<file path="config.mk">
export PLATFORM = sky130hd
export DESIGN_NAME = barrel_shift_unit
export DESIGN_NICKNAME = d
export VERILOG_FILES = /design/src/rtl/barrel_shift_pkg.sv /design/src/rtl/bsh_amount_sel.sv /design/src/rtl/bsh_stage.sv /design/src/rtl/bsh_core.sv /design/src/rtl/bsh_flags.sv /design/src/rtl/barrel_shift_unit.sv
export SDC_FILE = /design/constraint.sdc
export NUM_CORES = 1
export LEC_CHECK = 0
export ABC_AREA = 1
export ABC_CLOCK_PERIOD_IN_PS = 3980
export BUFFER_PORTS_ARGS = -buffer_cell sky130_fd_sc_hd__buf_4
export CAP_MARGIN = 20
export CORE_UTILIZATION = 50
export DETAILED_ROUTE_END_ITERATION = 8
export GPL_TIMING_DRIVEN = 1
export HOLD_SLACK_MARGIN = 0.15
export PLACE_DENSITY_LB_ADDON = 0.2
export SYNTH_ARGS = -nofsm -noshare
export SYNTH_HDL_FRONTEND = slang
export SYNTH_HIERARCHICAL = 1
export SYNTH_SLANG_ARGS = --single-unit
</file>
<file path="constraint.sdc">
create_clock -name clk -period 3.98 [get_ports clk]
set_input_delay 0.597 -clock clk [delete_from_list [all_inputs] [get_ports clk]]
set_output_delay 0.597 -clock clk [all_outputs]
set_load 0.01 [all_outputs]
</file>
<file path="src/rtl/barrel_shift_pkg.sv">
package barrel_shift_pkg;

  // Shift kind; bit 1 set means arithmetic right
  typedef enum logic [1:0] {
    KIND_LEFT      = 2'b00,
    KIND_RIGHT_LOG = 2'b01,
    KIND_RIGHT_ARI = 2'b10,
    KIND_RIGHT_AR2 = 2'b11
  } shift_kind_e;

  typedef struct packed {
    logic zero;
    logic sign;
    logic carry;
    logic overflow;
  } shift_flags_t;

  // Left shifts run through the right-shifting tree mirrored
  function automatic logic kind_is_left(input logic [1:0] kind);
    return kind == KIND_LEFT;
  endfunction

  // Sign fill only for arithmetic right shifts
  function automatic logic kind_fills_sign(input logic [1:0] kind);
    return kind[1];
  endfunction

endpackage

</file>
<file path="src/rtl/bsh_amount_sel.sv">
module bsh_amount_sel #(
  parameter int DATA_W = 32,
  parameter int AMT_W  = 5
) (
  input  logic              src_reg,
  input  logic [AMT_W-1:0]  imm,
  input  logic [DATA_W-1:0] reg_val,
  output logic [AMT_W-1:0]  amount
);

  // Only the low AMT_W register bits matter; the rest are dropped here
  logic [AMT_W-1:0] reg_low;
  assign reg_low = reg_val[AMT_W-1:0];

  always_comb begin
    if (src_reg) amount = reg_low;
    else         amount = imm;
  end

endmodule

</file>
<file path="src/rtl/bsh_stage.sv">
module bsh_stage #(
  parameter int W    = 33,
  parameter int DIST = 1
) (
  input  logic         en,
  input  logic         fill,
  input  logic [W-1:0] din,
  output logic [W-1:0] dout
);

  logic [W-1:0] moved;
  assign moved = {{DIST{fill}}, din[W-1:DIST]};

  always_comb begin
    if (en) dout = moved;
    else    dout = din;
  end

endmodule

</file>
<file path="src/rtl/bsh_core.sv">
module bsh_core
  import barrel_shift_pkg::*;
#(
  parameter int DATA_W = 32,
  parameter int AMT_W  = 5
) (
  input  logic [1:0]        kind,
  input  logic [DATA_W-1:0] operand,
  input  logic [AMT_W-1:0]  amount,
  output logic [DATA_W-1:0] result,
  output logic              carry
);

  localparam int EXT_W = DATA_W + 1;

  logic              go_left;
  logic              fill_bit;
  logic [DATA_W-1:0] op_mirror;
  logic [DATA_W-1:0] res_mirror;
  logic [DATA_W-1:0] tree_word;
  logic [DATA_W-1:0] tree_in_word;
  logic [EXT_W-1:0]  lane [AMT_W+1];

  assign go_left  = kind_is_left(kind);
  assign fill_bit = kind_fills_sign(kind) & operand[DATA_W-1];

  // Bit mirrors for the left path
  for (genvar b = 0; b < DATA_W; b++) begin : g_mirror
    assign op_mirror[b]  = operand[DATA_W-1-b];
    assign res_mirror[b] = tree_word[DATA_W-1-b];
  end

  assign tree_in_word = go_left ? op_mirror : operand;

  // A spare bit below the word collects the last bit pushed out
  assign lane[0] = {tree_in_word, 1'b0};

  for (genvar k = 0; k < AMT_W; k++) begin : g_stage
    bsh_stage #(.W(EXT_W), .DIST(1 << k)) u_stage (
      .en   (amount[k]),
      .fill (fill_bit),
      .din  (lane[k]),
      .dout (lane[k+1])
    );
  end

  assign tree_word = lane[AMT_W][EXT_W-1:1];
  assign carry     = lane[AMT_W][0];
  assign result    = go_left ? res_mirror : tree_word;

endmodule

</file>
<file path="src/rtl/bsh_flags.sv">
module bsh_flags
  import barrel_shift_pkg::*;
#(
  parameter int DATA_W = 32
) (
  input  logic [DATA_W-1:0] result,
  input  logic              carry,
  output shift_flags_t      flags
);

  always_comb begin
    flags.zero     = ~|result;
    flags.sign     = result[DATA_W-1];
    flags.carry    = carry;
    flags.overflow = 1'b0;
  end

endmodule

</file>
<file path="src/rtl/barrel_shift_unit.sv">
module barrel_shift_unit
  import barrel_shift_pkg::*;
#(
  parameter int DATA_W = 32,
  localparam int AMT_W = $clog2(DATA_W)
) (
  input  logic              clk,
  input  logic              rst_n,
  input  logic              in_valid,
  input  logic [1:0]        in_kind,
  input  logic              in_src_reg,
  input  logic [DATA_W-1:0] in_operand,
  input  logic [AMT_W-1:0]  in_imm,
  input  logic [DATA_W-1:0] in_reg_amt,
  output logic              out_valid,
  output logic [DATA_W-1:0] out_result,
  output logic              out_zero,
  output logic              out_sign,
  output logic              out_carry,
  output logic              out_overflow
);

  // Named internal events for the checker
  logic [AMT_W-1:0]  amt_sel;
  logic [DATA_W-1:0] core_result;
  logic              core_carry;
  shift_flags_t      core_flags;

  bsh_amount_sel #(.DATA_W(DATA_W), .AMT_W(AMT_W)) u_amt (
    .src_reg (in_src_reg),
    .imm     (in_imm),
    .reg_val (in_reg_amt),
    .amount  (amt_sel)
  );

  bsh_core #(.DATA_W(DATA_W), .AMT_W(AMT_W)) u_core (
    .kind    (in_kind),
    .operand (in_operand),
    .amount  (amt_sel),
    .result  (core_result),
    .carry   (core_carry)
  );

  bsh_flags #(.DATA_W(DATA_W)) u_flags (
    .result (core_result),
    .carry  (core_carry),
    .flags  (core_flags)
  );

  always_ff @(posedge clk) begin
    if (!rst_n) begin
      out_valid    <= 1'b0;
      out_result   <= '0;
      out_zero     <= 1'b0;
      out_sign     <= 1'b0;
      out_carry    <= 1'b0;
      out_overflow <= 1'b0;
    end else begin
      out_valid <= in_valid;
      if (in_valid) begin
        out_result   <= core_result;
        out_zero     <= core_flags.zero;
        out_sign     <= core_flags.sign;
        out_carry    <= core_flags.carry;
        out_overflow <= core_flags.overflow;
      end
    end
  end

endmodule

</file>
After elaboration in Yosys (flattened, before gate mapping). Cells that the tools add are included.

Multiplexer cells: 8. Bitwise gates (word level): 1. Reductions and logical operators: 3.

Operators with widths (number): $mux 33 (5); $mux 32 (2); $reduce_or 32->1 (1); $mux 5 (1); $logic_not 2->1 (1); $and 1x1->1 (1); $logic_not 1->1 (1).

Bits in registers: 36. Logic and storage cells: 17.

Longest topological paths before layout.
Depth after elaboration: 10. Depth in mapped cells: 27. Depth with buffers taken out: 25.

Hierarchy. Netlist, hierarchy kept.

Modules (own cells, without submodules): barrel_shift_unit (times used 1, cells an instance 231, area each 1532.7 µm²); bsh_core (times used 1, cells an instance 216, area each 949.7 µm²); bsh_stage at u_core.g_stage[1].u_stage (times used 1, cells an instance 106, area each 501.7 µm²); bsh_stage at u_core.g_stage[0].u_stage (times used 1, cells an instance 107, area each 479.2 µm²); bsh_stage at u_core.g_stage[3].u_stage (times used 1, cells an instance 99, area each 473.0 µm²); bsh_stage at u_core.g_stage[4].u_stage (times used 1, cells an instance 91, area each 424.2 µm²); bsh_stage at u_core.g_stage[2].u_stage (times used 1, cells an instance 103, area each 396.6 µm²); bsh_flags (times used 1, cells an instance 35, area each 142.6 µm²); bsh_amount_sel (times used 1, cells an instance 16, area each 60.1 µm²).

Worst setup path after synthesis. Ideal clock, no wire load.

Kind: input port to flip-flop. Start: input in_kind[1]. End: register out_zero. Arrival: 2338 ps. Slack: 1578 ps. Stages on the path: 25. Path buffers: 2. Path through: buf_6 -> clkbuf_2 -> o21ai_0 -> nand2_1 -> nand2_1 -> nand2_1 -> nand2_1 -> nand2_1 -> nand2_1 -> nand2_1 -> nand2_1 -> nand2_1 -> nand2_1 -> nand2_1 -> nand2_1 -> nand2_1 -> nor2_1 -> nand2_1 -> nor2_1 -> nand2_1 -> nor2_1 -> inv_1 -> nand2_1 -> nand2_1 -> nor2_1.

RTL lines: start, declared (RTL line barrel_shift_unit.sv:10) `input logic [1:0] in_kind,`; end signal, assigned (RTL line barrel_shift_unit.sv:62) `out_zero <= core_flags.zero;`; end, declared (RTL line barrel_shift_unit.sv:17) `output logic out_zero,`.

==> flow_summary_export.csv <==
group,metric,value,unit
run_status,status,"finished clean",
grt,antenna_found_initial,0,
final_layout,postLayoutCoreUtil,56.20,%
cts,clkTransAtPathRegs,80,ps
final_layout,fin_nets,1109,
floorplan,start_util,52.68,%
cts,clock_latency,290,ps
route,drt_iter0_drc,260,
hold_path,hp-class,"reg -> reg",
sta,fin_crit_sh,76.37,%
cts,cts_resized,0,
final_layout,antenna_cells,0,
cts,post-cts-setup-buffers,0,
cts,clk_path_buf_depth,2,
power_and_ir_drop,powerDensity,273.5,nW/um^2
floorplan,pin_count,112,
worst_setup_path,critical_path_required,4210,ps
logic_synthesis,syn_avg_cell_area,4.940,um^2
sta,worst_slew_pin_slew,641.1,ps
worst_setup_path,path_max_fanout,66,
logic_synthesis,synth-seq-cells,37,
worst_setup_path,r2r_start,"out_result[2]",
worst_setup_path,cpMaxStageDelayCell,"buf_4",
sta,finClkSkew,0,ps
sta,finalMaxSlewViolations,0,
sta,slew_headroom,57.26,%
grt,grt_usage,24.40,%
cts,tritoncts,"built",
sta,setup-tns-final,0,ps
floorplan,placementRows,35,
route,final_antenna_net_count,0,
logic_synthesis,syn-cell-area,4960,um^2
worst_setup_path,cp-end-kind,"flip-flop",
power_and_ir_drop,p_leak,3.263,nW
logic_synthesis,ys_seq_area_share,14.93,%
route,drt_pass1_iterations,5,
logic_synthesis,syn_inst,1004,
final_layout,final_cell_mix,"nand2_1 (648), nor2_1 (93), buf_4 (90)",
cts,cts_hold_repair.buffers,0,
worst_setup_path,crit_type,"in -> reg",
worst_setup_path,crit_family,"simple AND/OR/NAND/NOR gates",
cts,clock_sinks,37,
route,drc_errors,0,
sta,fmax,329.0,MHz
sta,hold_ws,470.4,ps
run,maxCapViolations,0,
worst_setup_path,crit_buf_inv,2,
grt,grt_pass1_wl,20730,um
hold_path,hold_end,"out_result[13]",
sta,rsz0062_at_grt,"false",
sta,final_hold_viol_count,0,
final_layout,layout.cells.most_common,"nand2_1",
power_and_ir_drop,ir_drop,0.1623,mV
worst_setup_path,ff2ff_setup_slack,3390,ps
floorplan,dieWidth,101.6,um
final_layout,drive_gt1_share,14.78,%
floorplan,die_h,101.6,um
route,wl,11850,um
floorplan,dieArea,10320,um^2
worst_setup_path,cp_common_cell,"nand2_1",
grt,overflow,0,
logic_synthesis,ys_types,21,
sta,fin_crit,3040,ps
grt,grt_max_degree,74,
worst_setup_path,reg2reg_depth,2,
cts,cts_buffers,5,
hold_path,min_path_cells,2,
route,post_drt_via_cell_ratio,4.697,
logic_synthesis,synth_fp_nets,1079,
logic_synthesis,ys_warn_count,6,
worst_setup_path,crit_arrival,3270,ps
placed_design,place_hpwl,8905,um
placed_design,portBuffers,84,
hold_path,hold_start,"out_result[13]",
route,wl_per_cell,10.18,um
cts,root_buffer,"clkbuf_8",
cts,htree_levels,2,
placed_design,globalplace.congestion,0.9758,
worst_setup_path,r2r-end,"out_result[2]",
worst_setup_path,max_stage_delay,460,ps
sta,setup_viol,0,
floorplan,coreArea,9415,um^2
worst_setup_path,cp-start-kind,"input pin",
grt,grt_pass1_vias,4719,
route,via_count,5467,
final_layout,area_growth_syn_to_layout,6.685,%
## cell families (layout without fill, tap and decap cells)
| kind of cell | Yosys count | count (layout) | synth area share, % |
|---|---|---|---|
| AND/OR/NAND/NOR | 790 | 790 | 62.64 |
| buffers and inverters | 111 | 142 | 15.82 |
| AO/OA/AOI/OAI | 64 | 64 | 6.458 |
| flip-flops | 37 | 37 | 14.93 |
| other | 2 | 2 | 0.1514 |
## cell usage after synthesis (all sizes together)
master | instances | area share [%]
dfxtp | 37 | 15
clkbuf | 13 | 1.9
nor2 | 94 | 7.4
o21ai | 64 | 6.5
nand2 | 696 | 55
conb | 2 | 0.15
inv | 44 | 3.9
buf | 54 | 10
## power breakdown
group / switching (W) / internal [W] / total (W)
clock network: 0.000136 / 0.000121 / 0.000257
logic: 0.000504 / 0.000271 / 0.000775
registers: 0.0000151 / 0.000401 / 0.000416
## worst max-delay path by stage
stage                to  cells after the start  slack [ps]        from
2_1_floorplan  out_zero                     25        1580  in_kind[1]
3_3_place_gp   out_zero                     25         800  in_kind[1]
3_5_place_dp   out_zero                     25         750  in_kind[1]
4_1_cts        out_zero                     25        1030  in_kind[1]
5_1_grt        out_zero                     25         600  in_kind[1]
6_report       out_zero                     25         940  in_kind[1]
## layer usage
layer | share of wire, % | wire [um] | up-vias | global-route usage [%]
met5 | 0 | 0 | - | 0
met4 | 1.4 | 165 | 0 | 5.686
met3 | 4.7 | 558 | 16 | 3.934
met2 | 41 | 4851 | 129 | 37.21
met1 | 53 | 6274 | 2287 | 35.56
li1 | - | - | 3035 | -
## worst reg2reg max path: stages, from the launching register on
cell and delay, ps:
dfxtp_1 350, nor2_1 50, nor2_1 130
## flip-flops by register name, indices dropped and copies added, names as in the netlist
signal / flops
out_carry: 1
out_overflow: 1
out_result: 32
out_sign: 1
out_valid: 1
out_zero: 1
## area by class of cell
type,count,area [um^2]
fillers,1057,4124
multi-input cells,856,3435
flip-flops and latches,37,740.7
repair buffers,90,675.6
inverters,44,192.7
well taps,129,161.4
clock buffers,5,68.82
clock inverters,3,17.52
## per-stage QoR
step	area (um^2)	instances	total power, W	worst slack, ps
floorplan	4960	1004	0.001049	1578
global placement	5205	1156	0.001185	797.2
detailed placement	5205	1156	0.001190	748.1
CTS	5291	1164	0.001448	1032
global route	5291	1164	0.001598	596.7
finish	5291	1164	0.001447	940.3
No activity file was read; power rests on OpenSTA's default activity.
